==> src/rtl/sup_pkg.sv <==
package sup_pkg;
    typedef enum logic [1:0] {
        RS_HOLD    = 2'd0,
        RS_STRETCH = 2'd1,
        RS_RUN     = 2'd2
    } rst_state_t;

    typedef enum logic [1:0] {
        WD_IDLE  = 2'd0,
        WD_COUNT = 2'd1,
        WD_FAULT = 2'd2
    } wd_state_t;

    localparam logic [1:0] WD_SEL_OFF = 2'b11;
endpackage

==> src/rtl/sup_debounce.sv <==
module sup_debounce #(
    parameter int STABLE_CYC = 3
) (
    input  logic clk,
    input  logic rst_n,
    input  logic btn_n,
    output logic pressed
);
    localparam int CW = $clog2(STABLE_CYC + 1);
    localparam logic [CW-1:0] LAST = CW'(STABLE_CYC - 1);

    logic          sync1, sync2;
    logic          level_n;
    logic [CW-1:0] run_cnt;

    always_ff @(posedge clk or negedge rst_n) begin
        if (!rst_n) begin
            sync1   <= 1'b1;
            sync2   <= 1'b1;
            level_n <= 1'b1;
            run_cnt <= '0;
        end else begin
            sync1 <= btn_n;
            sync2 <= sync1;
            if (sync2 == level_n) begin
                run_cnt <= '0;
            end else if (run_cnt == LAST) begin
                level_n <= sync2;
                run_cnt <= '0;
            end else begin
                run_cnt <= run_cnt + 1'b1;
            end
        end
    end

    assign pressed = !level_n;

    // a level is only taken after the full stable run
    a_r4_stable_run: assert property (@(posedge clk) disable iff (!rst_n)
        (level_n != $past(level_n)) |-> ($past(run_cnt) == LAST && $past(sync2) == level_n));
endmodule

==> src/rtl/sup_rst_seq.sv <==
module sup_rst_seq
    import sup_pkg::*;
#(
    parameter int HOLD_CYC = 6
) (
    input  logic clk,
    input  logic rst_n,
    input  logic supply_low,
    input  logic mr_active,
    output logic rst_act
);
    localparam int CW = $clog2(HOLD_CYC + 1);
    localparam logic [CW-1:0] LAST = CW'(HOLD_CYC - 1);

    rst_state_t    state, nxt;
    logic [CW-1:0] hold_cnt;
    logic          cause;

    assign cause = supply_low || mr_active;

    always_comb begin
        nxt = state;
        unique case (state)
            RS_HOLD:    nxt = cause ? RS_HOLD : RS_STRETCH;
            RS_STRETCH: begin
                if (cause)                 nxt = RS_HOLD;
                else if (hold_cnt == LAST) nxt = RS_RUN;
                else                       nxt = RS_STRETCH;
            end
            RS_RUN:     nxt = cause ? RS_HOLD : RS_RUN;
            default:    nxt = RS_HOLD;
        endcase
    end

    always_ff @(posedge clk or negedge rst_n) begin
        if (!rst_n) begin
            state    <= RS_HOLD;
            hold_cnt <= '0;
        end else begin
            state    <= nxt;
            hold_cnt <= (state == RS_STRETCH && nxt == RS_STRETCH) ? hold_cnt + 1'b1 : '0;
        end
    end

    always_comb begin
        rst_act = cause || (state != RS_RUN);
    end

    // supply-low always shows as reset
    a_r1_supply_forces: assert property (@(posedge clk) disable iff (!rst_n)
        supply_low |-> rst_act);
    // release only after the full hold count
    a_r2_hold_elapsed: assert property (@(posedge clk) disable iff (!rst_n)
        (!rst_act && $past(rst_act)) |-> ($past(state) == RS_STRETCH && $past(hold_cnt) == LAST));
    // a cause during the stretch leaves no partial run
    a_r11_restart: assert property (@(posedge clk) disable iff (!rst_n)
        (state == RS_STRETCH && supply_low) |=> (state == RS_HOLD && hold_cnt == '0));
endmodule

==> src/rtl/sup_watchdog.sv <==
module sup_watchdog
    import sup_pkg::*;
#(
    parameter int TMO0_CYC = 4,
    parameter int TMO1_CYC = 7,
    parameter int TMO2_CYC = 10
) (
    input  logic       clk,
    input  logic       rst_n,
    input  logic       rst_act,
    input  logic       kick,
    input  logic [1:0] sel,
    output logic       fault
);
    localparam int TMAX = (TMO0_CYC > TMO1_CYC) ?
                          ((TMO0_CYC > TMO2_CYC) ? TMO0_CYC : TMO2_CYC) :
                          ((TMO1_CYC > TMO2_CYC) ? TMO1_CYC : TMO2_CYC);
    localparam int CW = $clog2(TMAX + 1);

    wd_state_t     state, nxt;
    logic [CW-1:0] tick_cnt;
    logic [CW-1:0] lim_m1;
    logic          off;

    assign off = (sel == WD_SEL_OFF);

    always_comb begin
        unique case (sel)
            2'd0:    lim_m1 = CW'(TMO0_CYC - 1);
            2'd1:    lim_m1 = CW'(TMO1_CYC - 1);
            2'd2:    lim_m1 = CW'(TMO2_CYC - 1);
            default: lim_m1 = '0;
        endcase
    end

    always_comb begin
        nxt = state;
        unique case (state)
            WD_IDLE:  nxt = off ? WD_IDLE : WD_COUNT;
            WD_COUNT: begin
                if (off)                     nxt = WD_IDLE;
                else if (kick)               nxt = WD_COUNT;
                else if (tick_cnt == lim_m1) nxt = WD_FAULT;
                else                         nxt = WD_COUNT;
            end
            WD_FAULT: begin
                if (off)       nxt = WD_IDLE;
                else if (kick) nxt = WD_COUNT;
                else           nxt = WD_FAULT;
            end
            default:  nxt = WD_IDLE;
        endcase
    end

    always_ff @(posedge clk or negedge rst_n) begin
        if (!rst_n) begin
            state    <= WD_IDLE;
            tick_cnt <= '0;
        end else if (rst_act) begin
            state    <= WD_IDLE;
            tick_cnt <= '0;
        end else begin
            state    <= nxt;
            tick_cnt <= (state == WD_COUNT && nxt == WD_COUNT && !kick) ? tick_cnt + 1'b1 : '0;
        end
    end

    always_comb begin
        fault = (state == WD_FAULT);
    end

    // the fault edge lands on the last count of the selected interval
    a_r7_interval: assert property (@(posedge clk) disable iff (!rst_n)
        $rose(fault) |-> ($past(tick_cnt) == $past(lim_m1)));
    // reset clears the watchdog
    a_r9_reset_idle: assert property (@(posedge clk) disable iff (!rst_n)
        rst_act |=> !fault);
    // the disable code keeps the fault low
    a_r8_disabled: assert property (@(posedge clk) disable iff (!rst_n)
        off |=> !fault);
    // the fault holds until a kick
    a_r10_sticky: assert property (@(posedge clk) disable iff (!rst_n)
        (fault && !kick && !off && !rst_act) |=> fault);
endmodule

==> src/rtl/sup_reset_ctrl.sv <==
module sup_reset_ctrl
    import sup_pkg::*;
#(
    parameter int HOLD_CYC   = 6,
    parameter int STABLE_CYC = 3,
    parameter int TMO0_CYC   = 4,
    parameter int TMO1_CYC   = 7,
    parameter int TMO2_CYC   = 10,
    parameter int AUX_N      = 2
) (
    input  logic             clk,
    input  logic             por_n,
    input  logic             supply_low,
    input  logic             mr_btn_n,
    input  logic [AUX_N-1:0] aux_fail_in,
    input  logic             wd_kick,
    input  logic [1:0]       wd_sel,
    output logic             sys_rst,
    output logic             sys_rst_n,
    output logic             supply_early,
    output logic [AUX_N-1:0] aux_fail_out,
    output logic             wd_fault
);
    logic mr_active;
    logic rst_act;

    sup_debounce #(.STABLE_CYC(STABLE_CYC)) u_deb (
        .clk     (clk),
        .rst_n   (por_n),
        .btn_n   (mr_btn_n),
        .pressed (mr_active)
    );

    sup_rst_seq #(.HOLD_CYC(HOLD_CYC)) u_seq (
        .clk        (clk),
        .rst_n      (por_n),
        .supply_low (supply_low),
        .mr_active  (mr_active),
        .rst_act    (rst_act)
    );

    sup_watchdog #(
        .TMO0_CYC (TMO0_CYC),
        .TMO1_CYC (TMO1_CYC),
        .TMO2_CYC (TMO2_CYC)
    ) u_wd (
        .clk     (clk),
        .rst_n   (por_n),
        .rst_act (rst_act),
        .kick    (wd_kick),
        .sel     (wd_sel),
        .fault   (wd_fault)
    );

    assign sys_rst      = rst_act;
    assign sys_rst_n    = !rst_act;
    assign supply_early = supply_low;

    for (genvar g = 0; g < AUX_N; g++) begin : g_aux
        assign aux_fail_out[g] = aux_fail_in[g];
    end

    // the button holds reset while its debounced level is active
    a_r3_button_holds: assert property (@(posedge clk) disable iff (!por_n)
        mr_active |-> sys_rst);
endmodule

==> config.mk <==
export PLATFORM = sky130hd
export DESIGN_NAME = sup_reset_ctrl
export DESIGN_NICKNAME = d
export VERILOG_FILES = /design/src/rtl/sup_pkg.sv /design/src/rtl/sup_debounce.sv /design/src/rtl/sup_rst_seq.sv /design/src/rtl/sup_watchdog.sv /design/src/rtl/sup_reset_ctrl.sv
export SDC_FILE = /design/constraint.sdc
export NUM_CORES = 1
export LEC_CHECK = 0
export BUFFER_PORTS_ARGS = -buffer_cell sky130_fd_sc_hd__buf_4
export CORE_MARGIN = 5
export CORE_UTILIZATION = 52
export DETAILED_ROUTE_END_ITERATION = 10
export PLACE_DENSITY_LB_ADDON = 0.1
export REMOVE_ABC_BUFFERS = 1
export SYNTH_ARGS = -nofsm -noshare
export SYNTH_HDL_FRONTEND = slang
export SYNTH_HIERARCHICAL = 1
export SYNTH_SLANG_ARGS = --single-unit
export TNS_END_PERCENT = 5
==> constraint.sdc <==
create_clock -name clk -period 2.2 [get_ports clk]
set_input_delay 0.33 -clock clk [delete_from_list [all_inputs] [get_ports clk]]
set_output_delay 0.33 -clock clk [all_outputs]
set_load 0.01 [all_outputs]
==> metrics.txt, run 1 <==
Die Ht 49.2 um; final worst setup slack 292 ps; via count 522; die span in x 49.2 um; worst-path maximum fanout 4; Yosys reg bits 16; mapped cell area 797 sq um; TritonCTS clock tree built; hold path depth 1; Yosys cell types 32; CTS buffer count 3; hold path startpoint mr_btn_n; Longest Clk Path Bufs 2; Hold Path Class input pin to flop; Crit. End Element flop; FP Rows 14; RSZ-0062 raised after global routing no; status finished, final reports clean; relative slew slack 85.4%; die area 2420 sq um; leak pwr 0.429 nW; Worst R2R Path Depth 6; WS Path Type flop to flop; Reg area 404 sq um; clock skew 2.65 ps; CP arrival 2120 ps; # IOs 15; worst flop-to-flop path endpoint u_wd/tick_cnt[3]; Final Core Density 62.2%; max-slew violation count 0; most frequent cell after synthesis dfrtp_1; R2R Path Start u_deb/level_n; top_reg_cell synth dfrtp_1; placed insts 90; WP data required 2410 ps; GPL Wtd Cong 0.730; Syn Inst Count 67; post-CTS setup buffers 0; Inserted Diodes 0; PwrDens 747 nW/um^2; Endpoint, Worst Hold u_deb/sync1; share of cells above drive strength 1 36.7%; Synth area leader dfrtp_1; final instance area 916 sq um; DP Wirelength 1.02 mm; first-pass GRT wire length 2.27 mm; final count of hold timing violations 0; Mapped Avg Cell Area 11.9 sq um; final net count 92; antenna viol nets, final 0; first-pass iteration count of the detailed router 4; Layout area overhead 14.9%; Tmin final 1910 ps; initial DRC count 5; drt drc 0; fill count 128; Via-to-Cell Ratio 5.49; Ys Warns 6; area of the multi-input gates 352 sq um; total track usage 12.3%; drt wl/cell 14.0 um; FMAX 524 MHz; initial core utilization 54.2%; Post-synth top cells dfrtp_1, inv_1, nor2_1; Area contributors post-synth dfrtp_1, dfstp_2, ha_1, nor3_2, xnor2_1; Fin Hold WS 152 ps; post-synthesis sequential area ratio 50.7%; antenna violations before repair 0; GR Overflow Total 0; final non-filler cell total 95; vias in the first global route 536; Tot Pwr 684 uW; port buffer count 10; Tcrit/Tclk final 86.7%; Peak supply drop 0.404 mV; max-cap viol count 0; FFs w/ async S/R, synth 100%; core region area 1470 sq um; H-tree depth 1; worst slew pin tran 217 ps; setup violators final 0; CP Launch Type flop; Synth top area share 40.8%; Worst R2R Setup Slack 290 ps; EDFF count, synth 0; Reg clk slew, reported paths 90 ps; clock tree root driver cell clkbuf_4; Clock Latency Late Sink 280 ps; largest net degree at the start of global routing 17; Sinks on Clock Net 16; drt total wl 1.33 mm; setup_tns 0 ps; dpl cell area 870 sq um; pre-CTS setup slack 316 ps
how the worst max path moves through the flow:
stage	startpoint	to	slack [ps]	cells after the start
after global routing	u_deb/level_n	u_wd/tick_cnt[3]	120	6
final	u_deb/level_n	u_wd/tick_cnt[3]	290	6
after detailed placement	u_deb/level_n	u_wd/tick_cnt[1]	320	6
after CTS	u_deb/level_n	sys_rst_n	270	4
after floorplan	u_deb/level_n	u_wd/tick_cnt[2]	390	6
after global placement	u_deb/level_n	u_wd/tick_cnt[3]	370	6
worst max-delay path, cell delays in order, from the launching register on:
cell	delay [ps]
dfstp_2	560
inv_1	60
or3_2	500
a21oi_1	210
and4b_1	270
nand3_2	120
nor2_1	130
kinds of logic (layout without fill, tap and decap cells):
group / count (synthesis) / count (layout) / synth area share, %
AOI/OAI and AO/OA: 9 / 9 / 8.95
xor gates and xnor gates: 4 / 4 / 4.40
adders and majority gates: 3 / 3 / 4.71
buffers and inverters: 8 / 20 / 5.18
DFF: 16 / 16 / 50.7
muxes: 1 / 1 / 1.88
and+or+nand+nor: 26 / 26 / 24.2
cell type report:
| cell class | instances | area share [%] |
|---|---|---|
| flip-flops and latches | 16 | 44.1 |
| repair buffers | 11 | 9.29 |
| multi-input cells | 43 | 38.4 |
| clock buffers | 4 | 3.96 |
| inverters | 5 | 2.05 |
| well taps | 16 | 2.19 |
routing by layer:
layer | global-route usage, % | routed length [um]
met5 | 0 | 0
met4 | 8.07 | 12
met3 | 3.67 | 76
met2 | 17.8 | 613
met1 | 15.5 | 628
sequential cells by signal, summed over array words and instances, names as in the netlist:
name / cells
u_seq/hold_cnt: 3
u_seq/state: 2
u_wd/state: 2
u_wd/tick_cnt: 4
u_deb/sync2: 1
u_deb/sync1: 1
u_deb/level_n: 1
u_deb/run_cnt: 2
what timing repair did:
action | 4_1_cts | 5_1_grt
endpoints found under the hold margin | 13 | 0
hold buffers | 1 | 0
resized for setup | 0 | 0
cells in the final DEF (no fill, tap or decap), drive strengths merged:
cell         instances
a211oi               1
a21bo                1
a21oi                1
a31oi                2
a32o                 1
and3b                2
and4b                1
buf                 10
clkbuf               4
dfrtp               13
dfstp                3
dlygate4sd3          1
ha                   3
inv                  5
mux2                 1
nand2                2
nand2b               1
nand3                2
nand4b               1
nor2                 5
nor2b                2
nor3                 4
nor3b                4
o211ai               1
o21ai                2
or3                  2
xnor2                3
xor2                 1
where the power goes:
group	leakage [nW]	internal (mW)	switching, mW	total (mW)
sequential	0.210	0.336	0.0326	0.369
combinational	0.198	0.0740	0.0548	0.129
clock	0.0210	0.101	0.0863	0.187
total	0.429	0.511	0.174	0.684
(Power assumes the default switching activity.)
==> run 2, diff against run 1 <==
- PLACE_DENSITY: default -> 0.83
- PLACE_DENSITY_LB_ADDON: 0.1 -> default
==> run 2 against run 1 <==
- die area is the same
- critical path type unchanged
- power shrank 0.55%
- routed wire length shrank 1.3%
- critical path depth is the same
- clock power shrank 2%
- global-route usage shrank 0.59 points
- maximum frequency shrank 4.0%
- first-iteration DRC count grew to 2.6 times the previous value
==> metrics.txt, run 2 (same netlist as run 1, synthesis figures left out) <==
status finished, final reports clean; final net count 92; Tot Pwr 681 uW; RSZ-0062 raised after global routing no; FMAX 503 MHz; setup_tns 0 ps; final worst setup slack 212 ps; TritonCTS clock tree built; die area 2420 sq um; Inserted Diodes 0; Longest Clk Path Bufs 2; Final Core Density 62.2%; drt total wl 1.31 mm; GR Overflow Total 0; fill count 124; Tcrit/Tclk final 90.4%; antenna violations before repair 0; dpl cell area 870 sq um; Via-to-Cell Ratio 5.56; post_cts resized 0; largest registers u_wd/tick_cnt: 4 flops, u_seq/hold_cnt: 3 flops; Layout area overhead 14.9%; port buffer count 10; H-tree depth 1; Reg clk slew, reported paths 80 ps; leak pwr 0.429 nW; via count 528; initial core utilization 54.2%; clock skew 1.42 ps; max-cap viol count 0; relative slew slack 82.2%; total track usage 11.7%; antenna viol nets, final 0; # IOs 15; WS Path Type flop to flop; share of cells above drive strength 1 36.7%; clock tree root driver cell clkbuf_4; vias in the first global route 538; final instance area 916 sq um; worst slew pin tran 267 ps; Sinks on Clock Net 16; CP arrival 2200 ps; DP Wirelength 1.03 mm; die span in x 49.2 um; worst-path maximum fanout 4; initial DRC count 13; most frequent cells in the layout dfrtp_1, buf_4, inv_1, nor2_1; largest net degree at the start of global routing 17; drt wl/cell 13.8 um; Die Ht 49.2 um; Peak supply drop 0.438 mV; first-pass iteration count of the detailed router 4; FP Rows 14; drt drc 0; Tmin final 1990 ps; Hold Path Class input pin to flop; core region area 1470 sq um; most common cell after layout, fill and taps aside dfrtp_1; WP data required 2410 ps; CTS buffer count 3; CP Launch Type flop; GPL Wtd Cong 0.807; setup violators final 0; largest reg by FF count u_wd/tick_cnt; Crit. End Element flop; pre-CTS setup slack 235 ps; final count of hold timing violations 0; max-slew violation count 0; max reg flops 4; Clock Latency Late Sink 270 ps; PwrDens 743 nW/um^2; first-pass GRT wire length 2.18 mm
-- run 2: cell counts in the layout (fill, tap and decap cells not counted) --
No cell type changed its count.
-- run 2: area by class of cell --
class                           count  area, sq um  share of cell area [%]
Sequential cell                    16          404                    44.1
Multi-Input combinational cell     43          352                    38.4
Timing Repair Buffer               11         85.1                    9.29
Clock buffer                        4         36.3                    3.96
Tap cell                           16         20.0                    2.19
Inverter                            5         18.8                    2.05
-- run 2: path summary, 6_finish.rpt --
path	from	end	slack [ps]	cells past startpoint
setup / recovery	u_deb/level_n	u_wd/tick_cnt[2]	210	6
hold / removal	mr_btn_n	u_deb/sync1	150	1
setup reg to reg	u_deb/level_n	u_wd/tick_cnt[2]	210	6
hold reg to reg	u_deb/sync1	u_deb/sync2	360	0
max in group asynchronous	por_n	u_deb/sync2	1520	2
min in group asynchronous	por_n	u_wd/tick_cnt[2]	440	2
-- run 2: stage by stage --
step                instances  hold WS [ps]
floorplan                  64          34.4
global placement           90           193
detailed placement         90           196
CTS                        95           139
global route               95           133
finish                     95           155
-- run 2: worst max-delay path, stage by stage, from the launching register on --
cell and delay [ps]:
dfstp_2 550, inv_1 60, or3_2 510, a21oi_1 250, and4b_1 300, nand3_2 120, nor2_1 120
-- run 2: power by group --
group | switching, mW | internal, mW | total [mW]
combinational | 0.0559 | 0.0739 | 0.130
sequential | 0.0319 | 0.336 | 0.368
clock | 0.0823 | 0.101 | 0.183
total | 0.170 | 0.511 | 0.681
-- run 2: timing repair --
action | CTS | global route
endpoints found under the hold margin | 13 | 0
hold buffers | 1 | 0
setup buffers | 0 | 0
-- run 2: layer usage --
| metal | wire length [um] | up-vias | part of all wire, % | global-route usage (%) |
|---|---|---|---|---|
| met2 | 656 | 14 | 50 | 19.7 |
| met5 | 0 | - | 0 | 0 |
| met3 | 82 | 0 | 6.2 | 3.36 |
| met1 | 575 | 258 | 44 | 12.7 |
| li1 | - | 256 | - | - |
| met4 | 0 | 0 | 0 | 6.73 |
